==> src/rtl/sps_pkg.sv <==
package sps_pkg;
  localparam int OFS_W  = 32;
  localparam int PH_W   = 16;
  localparam int FREQ_W = 32;
  localparam int NCH    = 2;

  localparam logic [PH_W-1:0]          PH_MAX   = 16'd999;
  localparam logic signed [OFS_W-1:0]  DUAL_LIM = 32'sd32000;
  localparam logic signed [OFS_W-1:0]  CHAN_LIM = 32'sd2000000000;
  localparam logic [FREQ_W-1:0]        FREQ_MAX = 32'd160000000;

  typedef struct packed {
    logic [OFS_W-1:0] val;
    logic             err;
  } clamp_t;

  function automatic clamp_t clamp_s(input logic signed [OFS_W-1:0] v,
                                     input logic signed [OFS_W-1:0] lim);
    clamp_t r;
    r.err = 1'b0;
    r.val = v;
    if (v > lim) begin
      r.val = lim;
      r.err = 1'b1;
    end else if (v < -lim) begin
      r.val = -lim;
      r.err = 1'b1;
    end
    return r;
  endfunction

  function automatic clamp_t clamp_u(input logic [OFS_W-1:0] v,
                                     input logic [OFS_W-1:0] lim);
    clamp_t r;
    r.err = v > lim;
    r.val = r.err ? lim : v;
    return r;
  endfunction
endpackage

==> src/rtl/sps_pulse_sync.sv <==
module sps_pulse_sync #(
  parameter int unsigned PERIOD_CYC = 50_000_000,
  parameter int unsigned GUARD_CYC  = 2_500_000
) (
  input  logic clk_i,
  input  logic rst_ni,
  input  logic pps_i,
  output logic tick_o,
  output logic late_win_o
);
  localparam int CNT_W = $clog2(PERIOD_CYC);
  localparam logic [CNT_W-1:0] CNT_TOP = CNT_W'(PERIOD_CYC - 1);
  localparam logic [CNT_W-1:0] LATE_AT = CNT_W'(PERIOD_CYC - GUARD_CYC);

  logic [2:0]       sync_q;
  logic [CNT_W-1:0] cnt_q;

  always_ff @(posedge clk_i or negedge rst_ni) begin
    if (!rst_ni) sync_q <= '0;
    else         sync_q <= {sync_q[1:0], pps_i};
  end

  assign tick_o = sync_q[1] & ~sync_q[2];

  // cycles since last accepted pulse, saturating
  always_ff @(posedge clk_i or negedge rst_ni) begin
    if (!rst_ni)              cnt_q <= '0;
    else if (tick_o)          cnt_q <= '0;
    else if (cnt_q != CNT_TOP) cnt_q <= cnt_q + 1'b1;
  end

  assign late_win_o = cnt_q >= LATE_AT;

  AST_ONE_TICK: assert property (@(posedge clk_i) disable iff (!rst_ni)
    tick_o |=> !tick_o);
  AST_TICK_CLEARS_WIN: assert property (@(posedge clk_i) disable iff (!rst_ni)
    tick_o |=> !late_win_o);
endmodule

==> src/rtl/sps_chan_bank.sv <==
module sps_chan_bank
  import sps_pkg::*;
#(
  parameter logic [FREQ_W-1:0] DEF_FREQ = 32'd100000000
) (
  input  logic              clk_i,
  input  logic              rst_ni,
  input  logic              tick_i,
  input  logic              st_we_i,
  input  logic              st_late_i,
  input  logic [OFS_W-1:0]  st_ofs_i,
  input  logic [PH_W-1:0]   st_ph_i,
  input  logic              im_freq_we_i,
  input  logic [FREQ_W-1:0] im_freq_i,
  input  logic [OFS_W-1:0]  im_ofs_i,
  input  logic              im_ph_we_i,
  input  logic [PH_W-1:0]   im_ph_i,
  output logic [OFS_W-1:0]  act_ofs_o,
  output logic [PH_W-1:0]   act_ph_o,
  output logic [FREQ_W-1:0] act_freq_o,
  output logic              load_o
);
  logic [OFS_W-1:0]  nxt_ofs_q, dfr_ofs_q, act_ofs_q;
  logic [PH_W-1:0]   nxt_ph_q, dfr_ph_q, act_ph_q;
  logic              nxt_vld_q, dfr_vld_q, load_q;
  logic [FREQ_W-1:0] act_freq_q;

  always_ff @(posedge clk_i or negedge rst_ni) begin
    if (!rst_ni) begin
      act_ofs_q  <= '0;
      act_ph_q   <= '0;
      act_freq_q <= DEF_FREQ;
      nxt_ofs_q  <= '0;
      nxt_ph_q   <= '0;
      nxt_vld_q  <= 1'b0;
      dfr_ofs_q  <= '0;
      dfr_ph_q   <= '0;
      dfr_vld_q  <= 1'b0;
      load_q     <= 1'b0;
    end else begin
      load_q <= 1'b0;
      if (tick_i) begin
        if (nxt_vld_q) begin
          act_ofs_q <= nxt_ofs_q;
          act_ph_q  <= nxt_ph_q;
          load_q    <= 1'b1;
        end
        // deferred bank advances one pulse
        nxt_vld_q <= dfr_vld_q;
        nxt_ofs_q <= dfr_ofs_q;
        nxt_ph_q  <= dfr_ph_q;
        dfr_vld_q <= 1'b0;
      end
      if (st_we_i) begin
        if (st_late_i) begin
          dfr_ofs_q <= st_ofs_i;
          dfr_ph_q  <= st_ph_i;
          dfr_vld_q <= 1'b1;
        end else begin
          nxt_ofs_q <= st_ofs_i;
          nxt_ph_q  <= st_ph_i;
          nxt_vld_q <= 1'b1;
        end
      end
      // immediate path overrides the pulse transfer
      if (im_freq_we_i) begin
        act_freq_q <= im_freq_i;
        act_ofs_q  <= im_ofs_i;
        load_q     <= 1'b1;
      end
      if (im_ph_we_i) begin
        act_ph_q <= im_ph_i;
        load_q   <= 1'b1;
      end
    end
  end

  assign act_ofs_o  = act_ofs_q;
  assign act_ph_o   = act_ph_q;
  assign act_freq_o = act_freq_q;
  assign load_o     = load_q;

  AST_PH_IN_RANGE: assert property (@(posedge clk_i) disable iff (!rst_ni)
    act_ph_q <= PH_MAX);
  AST_HOLD_BETWEEN_PULSES: assert property (@(posedge clk_i) disable iff (!rst_ni)
    (!tick_i && !im_freq_we_i && !im_ph_we_i) |=> ($stable(act_ofs_q) && $stable(act_ph_q)));
  AST_LOAD_ON_CHANGE: assert property (@(posedge clk_i) disable iff (!rst_ni)
    (!$stable(act_ofs_q) || !$stable(act_ph_q) || !$stable(act_freq_q)) |-> load_q);
  AST_EMPTY_PULSE: assert property (@(posedge clk_i) disable iff (!rst_ni)
    (tick_i && !nxt_vld_q && !im_freq_we_i && !im_ph_we_i) |=> !load_q);
endmodule

==> src/rtl/sec_pulse_update.sv <==
module sec_pulse_update
  import sps_pkg::*;
#(
  parameter int unsigned       PERIOD_CYC = 50_000_000,
  parameter int unsigned       GUARD_CYC  = 2_500_000,
  parameter logic [FREQ_W-1:0] DEF_FREQ   = 32'd100000000
) (
  input  logic              clk_i,
  input  logic              rst_ni,
  input  logic              pps_i,
  input  logic              dual_cmd_i,
  input  logic [15:0]       dual_up_ofs_i,
  input  logic [PH_W-1:0]   dual_up_ph_i,
  input  logic [15:0]       dual_lo_ofs_i,
  input  logic [PH_W-1:0]   dual_lo_ph_i,
  input  logic              chan_cmd_i,
  input  logic              chan_sel_i,
  input  logic [OFS_W-1:0]  chan_ofs_i,
  input  logic [PH_W-1:0]   chan_ph_i,
  input  logic              maint_freq_cmd_i,
  input  logic              maint_ph_cmd_i,
  input  logic              maint_sel_i,
  input  logic [FREQ_W-1:0] maint_freq_i,
  input  logic [15:0]       maint_ofs_i,
  input  logic [PH_W-1:0]   maint_ph_i,
  output logic [OFS_W-1:0]  up_ofs_o,
  output logic [PH_W-1:0]   up_ph_o,
  output logic [FREQ_W-1:0] up_freq_o,
  output logic [OFS_W-1:0]  lo_ofs_o,
  output logic [PH_W-1:0]   lo_ph_o,
  output logic [FREQ_W-1:0] lo_freq_o,
  output logic [NCH-1:0]    load_o,
  output logic              late_o,
  output logic              range_err_o
);
  logic tick, late_win;

  sps_pulse_sync #(.PERIOD_CYC(PERIOD_CYC), .GUARD_CYC(GUARD_CYC)) u_sync (
    .clk_i, .rst_ni, .pps_i, .tick_o(tick), .late_win_o(late_win)
  );

  // clamp every field once
  clamp_t dual_ofs_c [NCH];
  clamp_t dual_ph_c  [NCH];
  clamp_t chan_ofs_c, chan_ph_c, m_freq_c, m_ofs_c, m_ph_c;

  assign dual_ofs_c[0] = clamp_s(OFS_W'(signed'(dual_up_ofs_i)), DUAL_LIM);
  assign dual_ofs_c[1] = clamp_s(OFS_W'(signed'(dual_lo_ofs_i)), DUAL_LIM);
  assign dual_ph_c[0]  = clamp_u(OFS_W'(dual_up_ph_i), OFS_W'(PH_MAX));
  assign dual_ph_c[1]  = clamp_u(OFS_W'(dual_lo_ph_i), OFS_W'(PH_MAX));
  assign chan_ofs_c    = clamp_s(chan_ofs_i, CHAN_LIM);
  assign chan_ph_c     = clamp_u(OFS_W'(chan_ph_i), OFS_W'(PH_MAX));
  assign m_freq_c      = clamp_u(maint_freq_i, FREQ_MAX);
  assign m_ofs_c       = clamp_s(OFS_W'(signed'(maint_ofs_i)), DUAL_LIM);
  assign m_ph_c        = clamp_u(OFS_W'(maint_ph_i), OFS_W'(PH_MAX));

  logic err_d;
  always_comb begin
    err_d = 1'b0;
    if (dual_cmd_i)
      err_d = dual_ofs_c[0].err | dual_ofs_c[1].err | dual_ph_c[0].err | dual_ph_c[1].err;
    if (chan_cmd_i)       err_d = err_d | chan_ofs_c.err | chan_ph_c.err;
    if (maint_freq_cmd_i) err_d = err_d | m_freq_c.err | m_ofs_c.err;
    if (maint_ph_cmd_i)   err_d = err_d | m_ph_c.err;
  end

  always_ff @(posedge clk_i or negedge rst_ni) begin
    if (!rst_ni) begin
      late_o      <= 1'b0;
      range_err_o <= 1'b0;
    end else begin
      late_o      <= (dual_cmd_i | chan_cmd_i) & late_win;
      range_err_o <= err_d;
    end
  end

  logic [OFS_W-1:0]  act_ofs  [NCH];
  logic [PH_W-1:0]   act_ph   [NCH];
  logic [FREQ_W-1:0] act_freq [NCH];

  for (genvar c = 0; c < NCH; c++) begin : g_ch
    logic              st_we;
    logic [OFS_W-1:0]  st_ofs;
    logic [PH_W-1:0]   st_ph;
    logic              chan_hit, maint_hit;

    assign chan_hit  = chan_cmd_i && (chan_sel_i == c[0]);
    assign maint_hit = maint_sel_i == c[0];

    // single-channel command wins over dual in the same cycle
    always_comb begin
      st_we  = dual_cmd_i | chan_hit;
      st_ofs = dual_ofs_c[c].val;
      st_ph  = dual_ph_c[c].val[PH_W-1:0];
      if (chan_hit) begin
        st_ofs = chan_ofs_c.val;
        st_ph  = chan_ph_c.val[PH_W-1:0];
      end
    end

    sps_chan_bank #(.DEF_FREQ(DEF_FREQ)) u_bank (
      .clk_i,
      .rst_ni,
      .tick_i       (tick),
      .st_we_i      (st_we),
      .st_late_i    (late_win),
      .st_ofs_i     (st_ofs),
      .st_ph_i      (st_ph),
      .im_freq_we_i (maint_freq_cmd_i & maint_hit),
      .im_freq_i    (m_freq_c.val),
      .im_ofs_i     (m_ofs_c.val),
      .im_ph_we_i   (maint_ph_cmd_i & maint_hit),
      .im_ph_i      (m_ph_c.val[PH_W-1:0]),
      .act_ofs_o    (act_ofs[c]),
      .act_ph_o     (act_ph[c]),
      .act_freq_o   (act_freq[c]),
      .load_o       (load_o[c])
    );
  end

  assign up_ofs_o  = act_ofs[0];
  assign up_ph_o   = act_ph[0];
  assign up_freq_o = act_freq[0];
  assign lo_ofs_o  = act_ofs[1];
  assign lo_ph_o   = act_ph[1];
  assign lo_freq_o = act_freq[1];

  AST_FREQ_MAX: assert property (@(posedge clk_i) disable iff (!rst_ni)
    (up_freq_o <= FREQ_MAX) && (lo_freq_o <= FREQ_MAX));
  AST_UP_OFS_RANGE: assert property (@(posedge clk_i) disable iff (!rst_ni)
    ($signed(up_ofs_o) <= CHAN_LIM) && ($signed(up_ofs_o) >= -CHAN_LIM));
  AST_LATE_ONLY_TIMED: assert property (@(posedge clk_i) disable iff (!rst_ni)
    (!dual_cmd_i && !chan_cmd_i) |=> !late_o);
endmodule

==> config.mk <==
export PLATFORM = sky130hd
export DESIGN_NAME = sec_pulse_update
export DESIGN_NICKNAME = d
export VERILOG_FILES = /design/src/rtl/sps_pkg.sv /design/src/rtl/sps_pulse_sync.sv /design/src/rtl/sps_chan_bank.sv /design/src/rtl/sec_pulse_update.sv
export SDC_FILE = /design/constraint.sdc
export NUM_CORES = 1
export LEC_CHECK = 0
export ABC_CLOCK_PERIOD_IN_PS = 2190
export BUFFER_PORTS_ARGS = -buffer_cell sky130_fd_sc_hd__buf_2
export CAP_MARGIN = 40
export CORE_AREA = 2 2 248 250
export DETAILED_ROUTE_END_ITERATION = 10
export DIE_AREA = 0 0 250 252
export PLACE_DENSITY = 0.51
export SYNTH_ARGS = -nofsm -noshare
export SYNTH_HDL_FRONTEND = slang
export SYNTH_SLANG_ARGS = --single-unit
==> constraint.sdc <==
create_clock -name clk_i -period 2.19 [get_ports clk_i]
set_input_delay 0.1095 -clock clk_i [delete_from_list [all_inputs] [get_ports clk_i]]
set_output_delay 0.1095 -clock clk_i [all_outputs]
set_load 0.005 [all_outputs]
==> impl_metrics.env, run 1 <==
export IMPL_ys_flop_type="dfrtp_1"
export IMPL_fillers=6034
export IMPL_pre_cts_slack_ns=-0.4512
export IMPL_synth_cells=2015
export IMPL_syn_area_per_cell_sq_um=8.930
export IMPL_slowest_delay_ns=0.44
export IMPL_switchingPower_w=0.005220
export IMPL_ys_seq_area_share_pct=54.26
export IMPL_critPathSlowestCell="dfrtp_2"
export IMPL_final_setup_worst_slack_ns=0.09707
export IMPL_min_period_over_period_pct=95.57
export IMPL_synth_top_area_share_pct=50.76
export IMPL_skew_ns=0.01905
export IMPL_worst_pin_slew_ns=0.7885
export IMPL_combPwrFrac_pct=14.8
export IMPL_critical_path_top_delay_family="simple AND/OR/NAND/NOR gates"
export IMPL_coreArea_sq_um=60130
export IMPL_power_internal_w=0.01379
export IMPL_ir_drop_uv=488.3
export IMPL_power_frac_clock_pct=42.2
export IMPL_dr_total_vias=17070
export IMPL_grt_overflow_total=0
export IMPL_cts_tree="done"
export IMPL_reg2reg_slack_ns=0.1
export IMPL_area_growth_pct=36.75
export IMPL_first_pass_iters=5
export IMPL_yosys_area_top_type="dfrtp_1"
export IMPL_synthesis_area_sq_um=17990
export IMPL_globalplace_congestion=0.8731
export IMPL_drc=0
export IMPL_drt_iter0_drc=1220
export IMPL_yosysMostFrequentCell="nand2_1"
export IMPL_grt_max_degree=62
export IMPL_rsz0062_at_grt="false"
export IMPL_portBuffers=348
export IMPL_netlist_cell_type_count=63
export IMPL_grt_pass1_wl_microns=103300
export IMPL_synth_edf_count=0
export IMPL_stdcell_count=3376
export IMPL_gr_usage_all_layers_pct=21.11
export IMPL_critical_path_class="reg -> reg"
export IMPL_hpwl_microns=49160
export IMPL_min_path_type="in -> reg"
export IMPL_synth_net_count=2206
export IMPL_critPathCaptureType="flop"
export IMPL_setup_viol=0
export IMPL_start_kind="flop"
export IMPL_vias_per_cell=5.055
export IMPL_routed_wl_microns=67280
export IMPL_clk_path_buf_depth=3
export IMPL_dieArea_sq_um=63000
export IMPL_seq_power_share_pct=43.0
export IMPL_slew_headroom_pct=46.95
export IMPL_post_cts_buffers=0
export IMPL_start_util_pct=29.93
export IMPL_synth_area_top_cells="dfrtp_1 51%, nand2_1 11%, o21ai_0 4.8%, a21oi_1 4.4%, dfstp_2 3.5%"
export IMPL_synth_common_cells="539 x nand2_1, 365 x dfrtp_1, 171 x o21ai_0, 157 x a21oi_1, 128 x nor2_1"
export IMPL_antenna_found_initial=9
export IMPL_postRouteAntennaNets=0
export IMPL_die_w_microns=250
export IMPL_worstSkewPairLatency_ns=0.60
export IMPL_p_per_area_nw_per_um2=772.5
export IMPL_cts_sinks=389
export IMPL_fp_row_count=90
export IMPL_root_buffer="clkbuf_16"
export IMPL_max_cap_violations=0
export IMPL_yosysWarningCount=0
export IMPL_final_area_sq_um=24610
export IMPL_numCtsBuffers=47
export IMPL_critPathMaxFanout=36
export IMPL_cp_cell_sequence="o211ai_1 -> nand2_1 -> o21ba_4 -> or3_4 -> buf_12 -> and3_1 -> a21oi_1"
export IMPL_fp_dieH_microns=252
export IMPL_clkSlewWorstSetupHoldPaths_ns=0.06
export IMPL_layout_nets=2739
export IMPL_finalCriticalPeriod_ns=2.093
export IMPL_critPathBufInv=1
export IMPL_synth_seq_cells=389
export IMPL_multi_input_area_sq_um=7801
export IMPL_ff_latch_area_sq_um=9766
export IMPL_wl_per_cell_microns=19.93
export IMPL_layout_drive_gt1_share_pct=25.45
export IMPL_swShare_pct=27.46
export IMPL_detailed_place_area_sq_um=21750
export IMPL_crit_required_ns=2.70
export IMPL_p_leak_nw=11.28
export IMPL_synth_async_reset_ratio_pct=100.0
export IMPL_ioPinCount=349
export IMPL_dp_cells=3165
export IMPL_maxSlewViolCount=0
export IMPL_grt_pass1_vias=16970
export IMPL_worst_ep_arrival_time_ns=2.60
export IMPL_status="finished, final reports clean"
export IMPL_fmax_mhz=477.8
export IMPL_hold_viol=0
export IMPL_htreeDepth=2
-- flip-flops by register name (all words and copies together), names as in the netlist --
name and cells:
g_ch.u_bank.act_freq_o 64, g_ch.u_bank.act_ofs_o 64, g_ch.u_bank.dfr_ofs_q 64, g_ch.u_bank.nxt_ofs_q 64
g_ch.u_bank.act_ph_o 32, g_ch.u_bank.dfr_ph_q 32, g_ch.u_bank.nxt_ph_q 32, u_sync.cnt_q 26
u_sync.sync_q 3, g_ch.u_bank.dfr_vld_q 2, g_ch.u_bank.load_o 2, g_ch.u_bank.nxt_vld_q 2
late_o 1, range_err_o 1
-- area by class of cell --
type / count / area share, %
multi-input cells: 1474 / 31.70
clock inverters: 18 / 0.8847
well taps: 782 / 3.976
diodes: 9 / 0.09152
repair buffers: 617 / 17.83
flip-flops and latches: 389 / 39.68
inverters: 19 / 0.2898
clock buffers: 68 / 5.547
-- stage by stage --
step	utilization (%)	TNS, ns	power [W]	hold slack [ns]
floorplan	-	-0.007407	0.009418	-0.1861
global placement	36.16	-16.86	0.01091	0.1283
detailed placement	36.17	-14.10	0.01096	0.1271
CTS	40.76	0	0.01924	0.00009198
global route	40.92	0	0.01985	0.04931
finish	40.92	0	0.01901	0.04541
-- worst min-delay path: stages --
cell	delay [ns]
buf_2	0.16
nor2b_1	0.18
a21oi_1	0.15
-- what timing repair did --
action / 4_1_cts / 5_1_grt
resized for setup: 3 / 17
hold endpoints to repair: 394 / 0
hold buffers: 116 / 0
setup endpoints to repair: 34 / 97
pin swaps: 1 / 5
-- kinds of logic after synthesis --
kind of cell	count (synthesis)	synth area share [%]
adder cells (fa/ha/maj)	6	0.4172
XOR/XNOR	18	0.8761
AND/OR/NAND/NOR	884	21.58
flip-flops	389	54.26
AO/OA/AOI/OAI	526	17.26
multiplexers	40	2.225
buffers and inverters	152	3.379
-- path summary, 6_finish.rpt --
path	start	endpoint	cells past startpoint
max	u_sync.cnt_q[12]	g_ch[0].u_bank.nxt_ofs_q[2]	7
min	maint_sel_i	g_ch[0].u_bank.act_ph_o[12]	3
max reg2reg	u_sync.cnt_q[12]	g_ch[0].u_bank.nxt_ofs_q[2]	7
min reg2reg	u_sync.sync_q[0]	u_sync.sync_q[1]	0
max in group asynchronous	rst_ni	g_ch[1].u_bank.act_freq_o[8]	3
min in group asynchronous	rst_ni	g_ch[1].u_bank.act_ph_o[10]	2
-- placed cells by master (no fill, tap or decap), drive strengths merged, types with 16 or more instances in the layout --
master / instances
nor4: 22
nor3: 32
o22ai: 24
a31oi: 30
nand2b: 17
dlygate4sd3: 116
nand2: 539
clkbuf: 68
a21oi: 157
dfrtp: 365
buf: 501
a32oi: 16
and2: 26
inv: 23
nor2b: 26
nand3: 22
a22oi: 38
dfstp: 24
and3: 22
nor2: 128
mux2i: 40
o21ai: 205
-- per-layer routing --
| layer | share of wire, % | wire [microns] | track usage, % |
|---|---|---|---|
| met5 | 0.019 | 13 | 0 |
| met3 | 5.2 | 3521 | 3.002 |
| met4 | 2.5 | 1688 | 6.997 |
| met2 | 46 | 30840 | 33.22 |
| met1 | 46 | 31210 | 29.88 |
-- power by group through the flow --
stage	logic, W	registers [W]	clock network [W]
after floorplan	0.00121	0.00821	0
after global placement	0.00262	0.00830	0
after detailed placement	0.00266	0.00830	0
after CTS	0.00282	0.00818	0.00824
after global routing	0.00311	0.00825	0.00849
final	0.00280	0.00818	0.00803
No activity file was read; power rests on OpenSTA's default activity.
==> run 2: changes to the inputs <==
BUFFER_PORTS_ARGS = default   (was -buffer_cell sky130_fd_sc_hd__buf_2)
DONT_BUFFER_PORTS = 1   (was default)
HOLD_SLACK_MARGIN = 0.05   (was default)
PLACE_DENSITY = 0.46   (was 0.51)
==> run 2 against run 1 <==
Net effect:
- the run now ends with negative hold slack left
- power fell by 0.21%
- routed wire length increased by 1.8%
- non-clock buffer count decreased by 310
- cell area is 5.0% lower
- highest routed layer is now met4
==> impl_metrics.env, run 2 (synthesis gave the netlist of run 1 again) <==
export IMPL_drc=0
export IMPL_setup_viol=0
export IMPL_numCtsBuffers=48
export IMPL_vias_per_cell=5.210
export IMPL_critical_path_class="reg -> reg"
export IMPL_portBuffers=0
export IMPL_p_per_area_nw_per_um2=811.1
export IMPL_first_pass_iters=7
export IMPL_fmax_mhz=480.1
export IMPL_dr_total_vias=15970
export IMPL_layout_nets=2430
export IMPL_slew_headroom_pct=11.84
export IMPL_layout_drive_gt1_share_pct=12.17
export IMPL_maxSlewViolCount=0
export IMPL_wl_per_cell_microns=22.35
export IMPL_path_common_cell="a21oi_1"
export IMPL_p_leak_nw=10.01
export IMPL_coreArea_sq_um=60130
export IMPL_critPathCaptureType="flop"
export IMPL_stdcell_count=3065
export IMPL_status="complete, but fails checks"
export IMPL_grt_pass1_wl_microns=102700
export IMPL_critPathMaxFanout=36
export IMPL_die_w_microns=250
export IMPL_area_growth_pct=29.98
export IMPL_worst_pin_slew_ns=1.322
export IMPL_final_common_cell="nand2_1"
export IMPL_min_path_type="in -> async"
export IMPL_dieArea_sq_um=63000
export IMPL_worst_ep_arrival_time_ns=2.57
export IMPL_hold_slack_ns=-0.7145
export IMPL_fp_dieH_microns=252
export IMPL_crit_required_ns=2.68
export IMPL_grt_max_degree=390
export IMPL_routed_wl_microns=68490
export IMPL_dp_cells=2771
export IMPL_worstSkewPairLatency_ns=0.59
export IMPL_ioPinCount=349
export IMPL_ir_drop_uv=498.7
export IMPL_slowest_delay_ns=0.43
export IMPL_violations="negative hold slack"
export IMPL_postRouteAntennaNets=0
export IMPL_gr_usage_all_layers_pct=21.36
export IMPL_hold_viol=389
export IMPL_min_period_over_period_pct=95.12
export IMPL_globalplace_congestion=0.8480
export IMPL_finalCriticalPeriod_ns=2.083
export IMPL_clkSlewWorstSetupHoldPaths_ns=0.06
export IMPL_cp_cell_sequence="buf_4 -> a21oi_1 -> a21oi_1 -> o21ba_2 -> or3_1 -> buf_12 -> and3_1 -> a21oi_1"
export IMPL_critPathSlowestCell="or3_1"
export IMPL_max_cap_violations=0
export IMPL_fp_row_count=90
export IMPL_grt_pass1_vias=15910
export IMPL_hpwl_microns=45400
export IMPL_start_util_pct=29.93
export IMPL_drt_iter0_drc=1202
export IMPL_cts_sinks=389
export IMPL_layout_common_cells="538 x nand2_1, 365 x dfrtp_1, 191 x dlygate4sd3_1"
export IMPL_grt_overflow_total=0
export IMPL_utilization_pct=38.90
export IMPL_skew_ns=0.03019
export IMPL_start_kind="flop"
export IMPL_htreeDepth=2
export IMPL_fillers=6093
export IMPL_antenna_found_initial=5
export IMPL_clk_path_buf_depth=3
export IMPL_root_buffer="clkbuf_16"
export IMPL_cts_tree="done"
## run 2: cell types whose count changed in the layout (fill, tap and decap cells not counted), sizes merged, moves of 2 or more
cell | previous run | this run
dlygate4sd3 | 116 | 191
buf | 501 | 113
bufinv | 4 | 8
diode | 9 | 7
clkinv | 8 | 10
clkbuf | 68 | 65
inv | 23 | 20
## run 2: power by group
group | internal, W | switching (W) | leakage (nW)
registers | 0.00780 | 0.000510 | 4.80
clock network | 0.00534 | 0.00325 | 0.838
logic | 0.000918 | 0.00116 | 4.37
total | 0.0141 | 0.00492 | 10.0
## run 2: final cells by class
class	count	area (sq um)	area share [%]
repair buffers	307	3059	13.08
clock buffers	65	1375	5.879
multi-input cells	1474	7784	33.28
clock inverters	22	340.3	1.455
flip-flops and latches	389	9764	41.75
diodes	7	17.52	0.07489
well taps	782	978.4	4.183
inverters	19	71.32	0.3049
## run 2: critical path: cells and delay by family, from the launching register on
family | cells | cell delay (ns)
compound gates | 4 | 0.64
simple gates | 2 | 0.59
flops | 1 | 0.41
buf+inv | 2 | 0.35
## run 2: timing repair
| item | in CTS | in global routing |
|---|---|---|
| endpoints found under the setup margin | 0 | 37 |
| hold endpoints to repair | 707 | 404 |
| hold buffers | 190 | 10 |
| gates resized for setup | 0 | 23 |
| buffers inserted | 0 | 7 |
## run 2: through the flow
step / TNS, ns / worst slack (ns) / power (W) / area [sq um]
final: 0 / 0.1070 / 0.01897 / 23390
after global routing: -0.03264 / -0.01856 / 0.01978 / 23390
after CTS: 0 / 0.01939 / 0.01919 / 23190
after detailed placement: -2.985 / -0.4470 / 0.01015 / 19580
after global placement: -4.829 / -0.5123 / 0.01012 / 19560
after floorplan: -0.007407 / -0.001279 / 0.009418 / 18040
## run 2: final timing paths
| check | slack [ns] | cells past startpoint | startpoint | end |
|---|---|---|---|---|
| setup / recovery | 0.11 | 8 | u_sync.cnt_q[9] | g_ch[0].u_bank.nxt_ofs_q[7] |
| hold / removal | -0.71 | 0 | rst_ni | u_sync.cnt_q[8] |
| setup reg to reg | 0.11 | 8 | u_sync.cnt_q[9] | g_ch[0].u_bank.nxt_ofs_q[7] |
| hold reg to reg | 0.42 | 0 | u_sync.sync_q[1] | u_sync.sync_q[2] |
| max in group asynchronous | 1.90 | 0 | rst_ni | g_ch[0].u_bank.act_ofs_o[4] |
| min in group clk_i | 0.03 | 5 | maint_ph_i[14] | g_ch[1].u_bank.act_ph_o[1] |
## run 2: routing by layer
layer | share of wire [%] | global-route usage, % | routed length [microns] | up-vias
li1 | - | - | - | 7412
met3 | 8.2 | 6.180 | 5631 | 103
met4 | 2.6 | 6.296 | 1761 | 0
met1 | 45 | 29.28 | 30500 | 7891
met5 | 0 | 0 | 0 | -
met2 | 45 | 32.73 | 30600 | 562
==> run 3: changes to the inputs <==
CTS_BUF_LIST = sky130_fd_sc_hd__clkbuf_4 sky130_fd_sc_hd__clkbuf_8 sky130_fd_sc_hd__clkbuf_16   (was default)
MAX_ROUTING_LAYER = met4   (was default)
==> run 3 against run 2 <==
Net effect:
- largest power group unchanged
- combinational power hardly changed
- register-to-register slack hardly changed
- utilization grew 0.058 points
- the flow still finishes with violations (negative hold slack)
- critical path depth unchanged
- highest routed layer unchanged
==> impl_metrics.env, run 3 (synthesis gave the netlist of run 1 again) <==
export IMPL_status="complete, but fails checks"
export IMPL_violations="negative hold slack"
export IMPL_drt_iter0_drc=1169
export IMPL_grt_max_degree=390
export IMPL_start_kind="flop"
export IMPL_min_period_over_period_pct=95.53
export IMPL_maxSlewViolCount=0
export IMPL_numCtsBuffers=48
export IMPL_final_common_cell="nand2_1"
export IMPL_skew_ns=0.03227
export IMPL_routed_wl_microns=68380
export IMPL_layout_nets=2430
export IMPL_coreArea_sq_um=60130
export IMPL_fp_row_count=90
export IMPL_p_leak_nw=10.03
export IMPL_max_cap_violations=0
export IMPL_min_path_type="in -> async"
export IMPL_wl_per_cell_microns=22.27
export IMPL_swShare_pct=25.87
export IMPL_hpwl_microns=45400
export IMPL_worstSkewPairLatency_ns=0.59
export IMPL_globalplace_congestion=0.8614
export IMPL_portBuffers=0
export IMPL_final_area_sq_um=23430
export IMPL_postRouteAntennaNets=0
export IMPL_grt_overflow_total=0
export IMPL_gr_usage_all_layers_pct=22.00
export IMPL_die_w_microns=250
export IMPL_first_pass_iters=5
export IMPL_dr_total_vias=15960
export IMPL_ir_drop_uv=501.3
export IMPL_fmax_mhz=478.0
export IMPL_ff_latch_area_sq_um=9764
export IMPL_htreeDepth=2
export IMPL_critPathMaxFanout=36
export IMPL_worst_pin_slew_ns=1.241
export IMPL_critPathCaptureType="flop"
export IMPL_fp_dieH_microns=252
export IMPL_cts_sinks=389
export IMPL_slew_headroom_pct=17.26
export IMPL_finalCriticalPeriod_ns=2.092
export IMPL_ioPinCount=349
export IMPL_clk_path_buf_depth=3
export IMPL_start_util_pct=29.93
export IMPL_cts_tree="done"
export IMPL_drc=0
export IMPL_grt_pass1_wl_microns=102600
export IMPL_finalPower_w=0.01906
export IMPL_grt_pass1_vias=15900
export IMPL_antenna_found_initial=6
export IMPL_power_frac_clock_pct=45.5
export IMPL_hold_viol=389
export IMPL_combPwrFrac_pct=10.9
export IMPL_hold_slack_ns=-0.7175
export IMPL_detailed_place_area_sq_um=19580
export IMPL_crit_required_ns=2.68
export IMPL_finalSetupTns_ns=0
export IMPL_utilization_pct=38.96
export IMPL_vias_per_cell=5.197
export IMPL_seq_power_share_pct=43.6
export IMPL_clkSlewWorstSetupHoldPaths_ns=0.06
export IMPL_layout_common_cells="538 x nand2_1, 365 x dfrtp_1, 191 x dlygate4sd3_1"
export IMPL_worst_ep_arrival_time_ns=2.58
export IMPL_critical_path_class="reg -> reg"
export IMPL_layout_drive_gt1_share_pct=12.43
export IMPL_setup_viol=0
export IMPL_p_per_area_nw_per_um2=813.7
export IMPL_multi_input_area_sq_um=7784
export IMPL_dieArea_sq_um=63000
export IMPL_root_buffer="clkbuf_16"
export IMPL_fillers=6088
export IMPL_switchingPower_w=0.004932
export IMPL_power_internal_w=0.01413
export IMPL_reg2reg_slack_ns=0.1
export IMPL_area_growth_pct=30.18
==> run 3: changes by cell type in the layout (fill, tap and decap cells not counted) <==
cell,before,now
diode_2,7,12
clkbuf_1,6,0
clkbuf_4,0,6
==> run 3: final timing paths <==
check	from	to	depth (start not counted)
worst min register to register	u_sync.sync_q[1]	u_sync.sync_q[2]	0
worst max register to register	u_sync.cnt_q[12]	g_ch[0].u_bank.nxt_ofs_q[7]	8
max in group asynchronous	rst_ni	u_sync.cnt_q[10]	0
worst min-delay path	rst_ni	g_ch[1].u_bank.act_ph_o[10]	0
worst max-delay path	u_sync.cnt_q[12]	g_ch[0].u_bank.nxt_ofs_q[7]	8
min in group clk_i	maint_ph_i[14]	g_ch[1].u_bank.act_ph_o[1]	5
==> run 3: final cells by class <==
| class | instances | share of cell area [%] |
|---|---|---|
| antenna | 12 | 0.1282 |
| clock buffer | 65 | 5.966 |
| clock inverter | 22 | 1.453 |
| inverter | 19 | 0.3045 |
| multi-input combinational | 1474 | 33.23 |
| sequential | 389 | 41.68 |
| tap | 782 | 4.177 |
| timing repair buffer | 307 | 13.06 |
==> run 3: critical path: stages (launching register included) <==
cell and delay (ns):
dfrtp_1 0.38, buf_4 0.15, o211ai_1 0.18, nand2_1 0.11
o21ba_2 0.24, or3_1 0.43, buf_12 0.20, and3_1 0.17
a21oi_1 0.12
==> run 3: per-stage QoR <==
stage,setup slack [ns],instances
after global placement,-0.5123,2769
after CTS,0.01939,3048
after detailed placement,-0.4470,2771
final,0.09794,3070
after floorplan,-0.001279,2015
after global routing,-0.01856,3069
==> run 3: power groups by stage <==
stage               logic [W]  clock network (W)  registers [W]
finish                0.00208            0.00868        0.00831
detailed placement    0.00171                  0        0.00845
global placement      0.00168                  0        0.00844
global route          0.00231            0.00918        0.00838
CTS                   0.00205            0.00889        0.00833
floorplan             0.00121                  0        0.00821
==> run 3: per-layer routing <==
| metal | GRT usage [%] | wire (microns) |
|---|---|---|
| met1 | 29.21 | 30190 |
| met3 | 6.190 | 5922 |
| met5 | - | 0 |
| met4 | 6.313 | 1698 |
| met2 | 32.81 | 30580 |
==> run 3: repair_timing <==
action,CTS,global route
endpoints found under the setup margin,0,37
gates resized for setup,0,23
endpoints found under the hold margin,707,404
setup buffers,0,7
hold buffers,190,10
